## src/rtl/crc_multi_pkg.sv

```systemverilog
package crc_multi_pkg;
  localparam int CRC_W  = 24;
  localparam int DATA_W = 8;
  localparam int SEL_W  = 3;

  localparam logic [CRC_W-1:0] GEN_8  = 24'h00009B;
  localparam logic [CRC_W-1:0] GEN_16 = 24'h001021;
  localparam logic [CRC_W-1:0] GEN_24 = 24'h864CFB;

  typedef struct packed {
    logic [CRC_W-1:0] poly;
    logic [CRC_W-1:0] mask;
    logic [CRC_W-1:0] top;
  } gen_cfg_t;

  function automatic logic code_is_onehot(input logic [SEL_W-1:0] s);
    return (s == 3'b001) || (s == 3'b010) || (s == 3'b100);
  endfunction
endpackage

```

## src/rtl/crc_gen_decode.sv

```systemverilog
module crc_gen_decode
  import crc_multi_pkg::*;
(
  input  logic [SEL_W-1:0] code,
  output gen_cfg_t         cfg
);
  always_comb begin
    cfg = '0;
    unique case (code)
      3'b001: begin
        cfg.poly = GEN_8;
        cfg.mask = 24'h0000FF;
        cfg.top  = 24'h000080;
      end
      3'b010: begin
        cfg.poly = GEN_16;
        cfg.mask = 24'h00FFFF;
        cfg.top  = 24'h008000;
      end
      3'b100: begin
        cfg.poly = GEN_24;
        cfg.mask = 24'hFFFFFF;
        cfg.top  = 24'h800000;
      end
      default: cfg = '0;
    endcase
  end
endmodule

```

## src/rtl/crc_shared_net.sv

```systemverilog
module crc_shared_net
  import crc_multi_pkg::*;
#(
  parameter int W  = CRC_W,
  parameter int DW = DATA_W
) (
  input  logic [W-1:0]  rem_in,
  input  logic [DW-1:0] data,
  input  gen_cfg_t      cfg,
  output logic [W-1:0]  rem_out
);
  logic [DW:0][W-1:0] stage;

  assign stage[0] = rem_in;

  for (genvar i = 0; i < DW; i++) begin : g_bit
    logic fb;
    assign fb = (|(stage[i] & cfg.top)) ^ data[DW-1-i];
    assign stage[i+1] = ((stage[i] << 1) & cfg.mask) ^ ({W{fb}} & cfg.poly);
  end

  assign rem_out = stage[DW];
endmodule

```

## src/rtl/crc_frame_ctrl.sv

```systemverilog
module crc_frame_ctrl (
  input  logic clk,
  input  logic rst_n,
  input  logic start,
  input  logic code_ok,
  input  logic in_valid,
  input  logic in_last,
  output logic in_ready,
  output logic accept,
  output logic err,
  output logic done
);
  logic open_q;

  assign in_ready = start ? code_ok : (open_q && !err);
  assign accept   = in_valid && in_ready;

  always_ff @(posedge clk or negedge rst_n) begin
    if (!rst_n) begin
      open_q <= 1'b0;
      err    <= 1'b0;
      done   <= 1'b0;
    end else begin
      if (start) begin
        err    <= !code_ok;
        open_q <= code_ok;
        done   <= 1'b0;
      end
      if (accept && in_last) begin
        open_q <= 1'b0;
        done   <= 1'b1;
      end
    end
  end

  assert_err_blocks_R5: assert property (@(posedge clk) disable iff (!rst_n)
    (err && !start) |-> !in_ready);

  assert_done_follows_last_R7: assert property (@(posedge clk) disable iff (!rst_n)
    (accept && in_last) |=> (done && (start || !in_ready)));

  assert_done_clears_R7: assert property (@(posedge clk) disable iff (!rst_n)
    (start && !(accept && in_last)) |=> !done);
endmodule

```

## src/rtl/crc_multi_top.sv

```systemverilog
module crc_multi_top
  import crc_multi_pkg::*;
#(
  parameter int W  = CRC_W,
  parameter int DW = DATA_W
) (
  input  logic             clk,
  input  logic             rst_n,
  input  logic             start,
  input  logic [SEL_W-1:0] sel,
  input  logic             in_valid,
  output logic             in_ready,
  input  logic [DW-1:0]    in_data,
  input  logic             in_last,
  output logic [W-1:0]     crc_out,
  output logic             done,
  output logic             err
);
  logic [W-1:0]     rem_q;
  logic [W-1:0]     net_in;
  logic [W-1:0]     net_out;
  logic [SEL_W-1:0] code_q;
  logic [SEL_W-1:0] code_eff;
  logic             accept;
  gen_cfg_t         cfg_eff;
  gen_cfg_t         cfg_q;

  assign code_eff = start ? sel : code_q;
  assign net_in   = start ? '0 : rem_q;

  crc_gen_decode u_dec_eff (.code(code_eff), .cfg(cfg_eff));
  crc_gen_decode u_dec_q   (.code(code_q),   .cfg(cfg_q));

  crc_shared_net #(.W(W), .DW(DW)) u_net (
    .rem_in (net_in),
    .data   (in_data),
    .cfg    (cfg_eff),
    .rem_out(net_out)
  );

  crc_frame_ctrl u_ctrl (
    .clk     (clk),
    .rst_n   (rst_n),
    .start   (start),
    .code_ok (code_is_onehot(sel)),
    .in_valid(in_valid),
    .in_last (in_last),
    .in_ready(in_ready),
    .accept  (accept),
    .err     (err),
    .done    (done)
  );

  always_ff @(posedge clk or negedge rst_n) begin
    if (!rst_n) begin
      rem_q  <= '0;
      code_q <= '0;
    end else begin
      if (start) code_q <= sel;
      if (accept)     rem_q <= net_out;
      else if (start) rem_q <= '0;
    end
  end

  assign crc_out = rem_q & cfg_q.mask;

  assert_hold_idle_R4: assert property (@(posedge clk) disable iff (!rst_n)
    (!start && !accept) |=> $stable(crc_out));

  assert_start_clears_R3: assert property (@(posedge clk) disable iff (!rst_n)
    (start && !accept) |=> (crc_out == '0));

  assert_err_freeze_R5: assert property (@(posedge clk) disable iff (!rst_n)
    err |-> (crc_out == '0));

  assert_short_width_R6: assert property (@(posedge clk) disable iff (!rst_n)
    (code_q == 3'b001) |-> (rem_q[W-1:8] == '0));

  assert_mid_width_R6: assert property (@(posedge clk) disable iff (!rst_n)
    (code_q == 3'b010) |-> (rem_q[W-1:16] == '0));
endmodule

```

## config.mk

```make
export PLATFORM = sky130hd
export DESIGN_NAME = crc_multi_top
export DESIGN_NICKNAME = d
export VERILOG_FILES = /design/src/rtl/crc_multi_pkg.sv /design/src/rtl/crc_gen_decode.sv /design/src/rtl/crc_shared_net.sv /design/src/rtl/crc_frame_ctrl.sv /design/src/rtl/crc_multi_top.sv
export SDC_FILE = /design/constraint.sdc
export NUM_CORES = 1
export LEC_CHECK = 0
export BUFFER_PORTS_ARGS = -buffer_cell sky130_fd_sc_hd__buf_2
export CORE_MARGIN = 3
export CORE_UTILIZATION = 55
export DETAILED_ROUTE_END_ITERATION = 10
export PLACE_DENSITY_LB_ADDON = 0.1
export SLEW_MARGIN = 10
export SYNTH_ARGS = -nofsm -noshare
export SYNTH_HDL_FRONTEND = slang
export SYNTH_SLANG_ARGS = --single-unit
```

## constraint.sdc

```tcl
create_clock -name clk -period 5.5 [get_ports clk]
set_clock_uncertainty 0.05 [all_clocks]
set_input_delay 0.825 -clock clk [delete_from_list [all_inputs] [get_ports clk]]
set_output_delay 0.825 -clock clk [all_outputs]
set_load 0.01 [all_outputs]
```

# ---- Word-level counts from Yosys, hierarchy flattened
# Cells that the tools add are included.
dict set report totals {
  register_bits 30
  inputBits 16
  output_inout_bits 27
}
dict set report classes {
  n_eq_ne 9
  mux 10
  bitwise_logic 41
  reduce_logical 16
}
# cell count
set op_table {}
lappend op_table {{$and A24 B24 Y24} 25}
lappend op_table {{$pmux W72 S3} 1}
lappend op_table {{$reduce_or A24 Y1} 8}
lappend op_table {{$xor A24 B24 Y24} 8}
lappend op_table {{$pmux W48 S3} 1}
lappend op_table {{$mux W24} 2}
lappend op_table {{$eq A3 B1 Y1 const B} 3}
lappend op_table {{$eq A3 B2 Y1 const B} 3}
lappend op_table {{$eq A3 B3 Y1 const B} 3}
lappend op_table {{$xor A1 B1 Y1} 8}
lappend op_table {{$mux W1} 5}
lappend op_table {{$logic_and A1 B1 Y1} 3}
lappend op_table {{$mux W3} 1}
lappend op_table {{$logic_not A1 Y1} 2}
lappend op_table {{$logic_or A1 B1 Y1} 2}
lappend op_table {{$reduce_bool A2 Y1} 1}

# ---- Longest topological paths before layout
dict set report logic_depth {
  depth_word 44
  ltp_mapped 24
  mapped_depth_nobuf 21
}

# ---- Modules after synthesis
# From an unflattened synthesis, not the netlist that was laid out.
dict set report hier_totals {
  cells_unflattened 3048
  hier_area_um2 19588.8
}
# module n_inst cells_each area_each_um2 seq_area_each_um2
set by_module_without_submodules {}
lappend by_module_without_submodules {crc_shared_net 1 2772 16908.7 0.0}
lappend by_module_without_submodules {crc_multi_top 1 110 1393.8 675.6}
lappend by_module_without_submodules {crc_gen_decode 2 75 559.3 0.0}
lappend by_module_without_submodules {crc_frame_ctrl 1 16 167.7 75.1}

# ---- Least setup slack after synthesis
# OpenSTA, ideal clock, no wires.
dict set report synth_path {
  path_type {input -> register}
  from {input port sel[0]}
  to {register rem_q[12]}
  setup_ns 0.130
  arrival_time_ns 5.654
  required_time_ns 5.320
  setup_slack_ns -0.334
  cell_stages 21
  n_path_buf 1
  path_cell_list {nor4bb_1 nor2_1 o31a_1 xnor2_2 o211ai_2 xnor2_2 xnor2_1 o22ai_1 o21bai_2 or3_1 a31oi_1 nand2_2 mux2_4 nor2_4 xnor3_1 a221oi_2 xnor2_1 buf_4 nor2_1 a211oi_1 o31ai_2}
}
dict set report synth_between {
  elab_chain_cells 44
  word_cells_on_any_way 61
  classes_between {eq/ne: 6; mux: 4; bitwise: 40; reduce/logical: 11}
}
# item line_no
set synth_rtl {}
lappend synth_rtl {{from (decl)} crc_multi_top.sv:10} ;# input logic [SEL_W-1:0] sel,
lappend synth_rtl {{$mux W3} -}
lappend synth_rtl {{$eq A3 B3 Y1, or another cell as far along} crc_gen_decode.sv:9} ;# unique case (code)
lappend synth_rtl {{$pmux W72 S3} crc_gen_decode.sv:9}
lappend synth_rtl {{$and A24 B24 Y24} crc_shared_net.sv:18} ;# assign fb = (|(stage[i] & cfg.top)) ^ data[DW-1-i];
lappend synth_rtl {{$reduce_or A24 Y1} crc_shared_net.sv:18}
lappend synth_rtl {{$xor A1 B1 Y1} crc_shared_net.sv:18}
lappend synth_rtl {{$and A24 B24 Y24} crc_shared_net.sv:19} ;# assign stage[i+1] = ((stage[i] << 1) & cfg.mask) ^ ({W{fb}} & cfg.poly);
lappend synth_rtl {{$xor A24 B24 Y24} crc_shared_net.sv:19}
lappend synth_rtl {{(+28 left out)} -}
lappend synth_rtl {{$and A24 B24 Y24} crc_shared_net.sv:19}
lappend synth_rtl {{$xor A24 B24 Y24} crc_shared_net.sv:19}
lappend synth_rtl {{$and A24 B24 Y24} crc_shared_net.sv:18}
lappend synth_rtl {{$reduce_or A24 Y1} crc_shared_net.sv:18}
lappend synth_rtl {{$xor A1 B1 Y1} crc_shared_net.sv:18}
lappend synth_rtl {{$and A24 B24 Y24} crc_shared_net.sv:19}
lappend synth_rtl {{$xor A24 B24 Y24} crc_shared_net.sv:19}
lappend synth_rtl {{$mux W24 *} crc_multi_top.sv:60} ;# if (accept) rem_q <= net_out;
lappend synth_rtl {{to (signal assigned)} crc_multi_top.sv:60}
lappend synth_rtl {{to (decl)} crc_multi_top.sv:19} ;# logic [W-1:0] rem_q;
# Every way passes the cells marked *; elsewhere a longest branch is shown, timed or not.
# A chain may end at the register's enable or synchronous reset.

# ---- Worst setup path after layout
dict set report layout_path {
  from {input port start}
  to {register rem_q[6]}
}
dict set report layout_between {
  elab_chain_cells 44
  word_cells_on_any_way 57
  classes_between {eq/ne: 3; mux: 5; bitwise: 40; reduce/logical: 9}
}
# item line_no
set layout_rtl {}
lappend layout_rtl {{from (decl)} crc_multi_top.sv:9} ;# input logic start,
lappend layout_rtl {{$mux W3 *} -}
lappend layout_rtl {{net code_eff[0]} crc_multi_top.sv:23} ;# logic [SEL_W-1:0] code_eff;
lappend layout_rtl {{$eq A3 B3 Y1, or another cell as far along} crc_gen_decode.sv:9}
lappend layout_rtl {{$pmux W72 S3 *} crc_gen_decode.sv:9}
lappend layout_rtl {{$and A24 B24 Y24} crc_shared_net.sv:18}
lappend layout_rtl {{$reduce_or A24 Y1} crc_shared_net.sv:18}
lappend layout_rtl {{$xor A1 B1 Y1} crc_shared_net.sv:18}
lappend layout_rtl {{$and A24 B24 Y24} crc_shared_net.sv:19}
lappend layout_rtl {{(+29 left out)} -}
lappend layout_rtl {{$and A24 B24 Y24} crc_shared_net.sv:19}
lappend layout_rtl {{$xor A24 B24 Y24} crc_shared_net.sv:19}
lappend layout_rtl {{$and A24 B24 Y24} crc_shared_net.sv:18}
lappend layout_rtl {{$reduce_or A24 Y1} crc_shared_net.sv:18}
lappend layout_rtl {{$xor A1 B1 Y1} crc_shared_net.sv:18}
lappend layout_rtl {{$and A24 B24 Y24} crc_shared_net.sv:19}
lappend layout_rtl {{$xor A24 B24 Y24 *} crc_shared_net.sv:19}
lappend layout_rtl {{$mux W24 *} crc_multi_top.sv:60}
# Mark *: on every way through the listed nets, which the timed path passes. The rest lies on a longest branch.

==> impl_metrics.env <==
export IMPL_power_leakage_uw=0.00259
export IMPL_hold_critical_path_endpoint="rem_q[9]"
export IMPL_dp_hpwl_um=10400
export IMPL_clk_pin_slew_ns=0.07
export IMPL_mappedNetlistArea_um2=3850
export IMPL_crit_reg2reg_capture="rem_q[6]"
export IMPL_r2r_start="code_q[0]"
export IMPL_cts_root_buffer="sky130_fd_sc_hd__clkbuf_8"
export IMPL_drt_pass1_iter_count=5
export IMPL_pin_count_of_the_biggest_net_entering_global_routing=31
export IMPL_status="finished, violations left"
export IMPL_switching_power_uw=569
export IMPL_critPathKind="input port to flip-flop"
export IMPL_layout_area_overhead_vs_synth_pct=52.6
export IMPL_rsz0062_at_grt="yes"
export IMPL_failing_checks="negative setup slack"
export IMPL_grt_pass1_wl_um=21700
export IMPL_fp_coreArea_um2=6570
export IMPL_vias_in_the_first_global_route=4114
export IMPL_report_final_slew_viol_count=0
export IMPL_hold_crit_depth=1
export IMPL_detail_route_antenna_nets=0
export IMPL_maxCapViolations=0
export IMPL_antenna_cells_inserted=0
export IMPL_avgSynthCellArea_um2=8.03
export IMPL_reg2reg_depth=26
export IMPL_timing_max_slew_rel_slack_pct=8.59
export IMPL_tritoncts_num_sinks=30
export IMPL_nFillCells=312
export IMPL_io_pins=43
export IMPL_clkLatencyLatePin_ns=0.29
export IMPL_cts_htree_levels=2
export IMPL_routed_wl_um=15800
export IMPL_count_of_buffers_inserted_at_the_top_level_ports=42
export IMPL_final_net_count=659
export IMPL_yosysSeqAreaShare_pct=19.5
export IMPL_synth_edff_count=0
export IMPL_die_y_um=89.7
export IMPL_maximum_ir_drop_on_the_vdd_rail_mv=0.149
export IMPL_finalCriticalPeriod_ns=6.19
export IMPL_finalPower_uw=1450
export IMPL_synth_top_flop_cell="sky130_fd_sc_hd__dfrtp_1"
export IMPL_cts_max_path_buffers=2
export IMPL_power_density_cell_area_nw_per_um2=246
export IMPL_ys_types=70
export IMPL_die_w_um=89.7
export IMPL_floorplan_rows=29
export IMPL_hold_buffers=0
export IMPL_globalplace_congestion=0.995
export IMPL_postSynthCellCount=480
export IMPL_share_comb_of_total_power_pct=63.0
export IMPL_drt_iter0_markers=516
export IMPL_route_detailed_wl_per_inst_um=21.4
export IMPL_tritoncts="done"
export IMPL_switching_share_pct=39.4
export IMPL_global_route_usage_total_pct=33.6
export IMPL_worst_setup_path_start_kind="input port"
export IMPL_finalWorstSetupSlack_ns=-0.688
export IMPL_fraction_of_the_cycle_the_final_worst_path_needs_pct=113
export IMPL_power_share_sequential_pct=17.5
export IMPL_cts_made_buffers=5
export IMPL_timing_hold_worst_start="rem_q[9]"
export IMPL_hp_class="flip-flop to flip-flop"
export IMPL_timing_critical_path_to_type="flip-flop"
export IMPL_clockPowerShare_pct=19.5
export IMPL_viasPerCell=6.26
export IMPL_route_vias_total=4610
export IMPL_crit_fanout=8
export IMPL_synthesis_yosys_warnings=0
export IMPL_reg2reg_slack_ns=-0.48
export IMPL_data_arrival_time_of_the_worst_path_ns=6.32
export IMPL_detail_route_drc_violations=0
export IMPL_timing_final_hold_violations=0
export IMPL_data_required_time_of_the_worst_path_ns=5.63
export IMPL_setup_violations_final=20
export IMPL_postSynthRegisterBits=30
export IMPL_drive_gt1_share_pct=42.9
export IMPL_tightest_pin_transition_ns=1.36
export IMPL_initial_utilization_pct=58.7
export IMPL_area_of_the_die_um2=8050
export IMPL_synth_async_reset_ratio_pct=100
export IMPL_power_internal_uw=876
export IMPL_clock_fmax_ghz=0.162
export IMPL_grt_overflow_total=0
export IMPL_layout_core_utilization_pct=89.5
export IMPL_syn_nets=496
export IMPL_antenna_found_initial=0
[Yosys cell counts (11+ instances only)]
cell / number / area, um^2
sky130_fd_sc_hd__a21oi_1: 18 / 90.1
sky130_fd_sc_hd__and2_1: 27 / 169
sky130_fd_sc_hd__clkbuf_1: 12 / 45.0
sky130_fd_sc_hd__dfrtp_1: 30 / 751
sky130_fd_sc_hd__mux2i_1: 11 / 110
sky130_fd_sc_hd__nand2_1: 46 / 173
sky130_fd_sc_hd__nand2b_1: 11 / 68.8
sky130_fd_sc_hd__nor2_1: 45 / 169
sky130_fd_sc_hd__nor2b_1: 26 / 163
sky130_fd_sc_hd__o21ai_0: 24 / 120
sky130_fd_sc_hd__xnor2_1: 69 / 604
sky130_fd_sc_hd__xor2_1: 22 / 193
[placed cells by master (no fill, tap or decap), drive strengths merged, types with 4 or more instances in the layout]
| cell type | Yosys | layout |
|---|---|---|
| buf | 14 | 181 |
| o211ai | 4 | 4 |
| mux2i | 11 | 11 |
| clkbuf | 12 | 6 |
| a31oi | 5 | 5 |
| nand2b | 11 | 11 |
| o22ai | 6 | 6 |
| xnor2 | 76 | 76 |
| nor2b | 26 | 26 |
| and2 | 27 | 27 |
| nor3b | 4 | 4 |
| nand2 | 48 | 48 |
| nor3 | 9 | 9 |
| a22oi | 5 | 5 |
| nor2 | 47 | 47 |
| o32ai | 5 | 5 |
| mux2 | 5 | 5 |
| inv | 8 | 8 |
| dfrtp | 30 | 30 |
| o21ai | 34 | 34 |
| a22o | 7 | 7 |
| a21oi | 19 | 19 |
| a211oi | 4 | 4 |
| xor2 | 24 | 24 |
[repair_timing]
item	4_1_cts	5_1_grt
gates cloned	0	1
setup endpoints to repair	15	21
pin swaps	30	39
gates resized for setup	21	55
setup buffers	15	11
[flip-flops by register name, indices dropped and copies added, names as in the netlist]
name	cells
code_q	3
rem_q	24
u_ctrl.done	1
u_ctrl.err	1
u_ctrl.open_q	1
[per-stage QoR]
stage | worst slack [ns] | cells | area [um^2] | hold WS [ns] | TNS, ns
6_report | -0.688 | 737 | 5880 | 0.476 | -9.71
5_1_grt | -0.738 | 737 | 5880 | 0.495 | -9.70
4_1_cts | -0.302 | 728 | 5540 | 0.469 | -3.66
3_5_place_dp | -0.919 | 705 | 5130 | 0.454 | -12.54
3_3_place_gp | -0.740 | 705 | 5130 | 0.428 | -9.61
2_1_floorplan | -0.200 | 480 | 4030 | 0.406 | -1.78
[worst max-delay path: stages]
cell                       delay, ns
sky130_fd_sc_hd__buf_8          0.11
sky130_fd_sc_hd__buf_6          0.11
sky130_fd_sc_hd__buf_6          0.12
sky130_fd_sc_hd__buf_6          0.13
sky130_fd_sc_hd__buf_4          0.15
sky130_fd_sc_hd__mux2i_2        0.31
sky130_fd_sc_hd__inv_1          0.14
sky130_fd_sc_hd__buf_4          0.15
sky130_fd_sc_hd__nor2_1         0.13
sky130_fd_sc_hd__a21oi_1        0.10
sky130_fd_sc_hd__xnor2_2        0.39
sky130_fd_sc_hd__xnor2_4        0.18
sky130_fd_sc_hd__nor2_2         0.08
sky130_fd_sc_hd__xnor2_2        0.21
sky130_fd_sc_hd__xnor2_1        0.13
sky130_fd_sc_hd__or3_4          0.41
sky130_fd_sc_hd__a311o_1        0.32
sky130_fd_sc_hd__o31ai_2        0.25
sky130_fd_sc_hd__a31oi_1        0.10
sky130_fd_sc_hd__xnor2_1        0.34
sky130_fd_sc_hd__xor3_1         0.44
sky130_fd_sc_hd__a221oi_4       0.38
sky130_fd_sc_hd__xnor2_4        0.22
sky130_fd_sc_hd__buf_6          0.17
sky130_fd_sc_hd__nand2_4        0.07
sky130_fd_sc_hd__xnor2_2        0.13
sky130_fd_sc_hd__mux2i_1        0.21
[layer usage]
metal | share of wire, % | track usage (%) | wire (um)
met1 | 37 | 46.5 | 5880
met2 | 44 | 52.1 | 6980
met3 | 12 | 5.76 | 1930
met4 | 6.2 | 13.3 | 976
met5 | 0 | 0 | 0
[kinds of logic after synthesis]
logic type	Yosys count	synth area share, %
AO/OA/AOI/OAI	114	21.4
XOR/XNOR	102	25.7
buffers and inverters	34	3.77
flip-flops	30	19.5
multiplexers	16	4.42
AND/OR/NAND/NOR	184	25.2
[power groups by stage]
stage | clock [uW] | sequential [uW] | combinational [uW]
after floorplan | 0 | 250 | 440
after global placement | 0 | 255 | 685
after detailed placement | 0 | 255 | 700
after CTS | 284 | 252 | 763
after global routing | 296 | 255 | 944
final | 282 | 253 | 910
[worst max path at each step]
stage | start | end | slack (ns) | depth (start not counted)
finish | start | rem_q[6] | -0.69 | 27
floorplan | start | rem_q[11] | -0.20 | 22
detailed placement | start | rem_q[18] | -0.92 | 26
global route | start | rem_q[6] | -0.74 | 27
CTS | start | rem_q[3] | -0.30 | 28
global placement | start | rem_q[18] | -0.74 | 26
[area by class of cell]
type	count	area (um^2)	area share, %
clock buffers	6	82.6	1.40
well taps	93	116	1.98
inverters	8	30.0	0.511
flip-flops and latches	30	751	12.8
clock inverters	2	60.1	1.02
multi-input cells	416	3450	58.7
repair buffers	182	1390	23.6
Power figures use the tool's default switching activity.
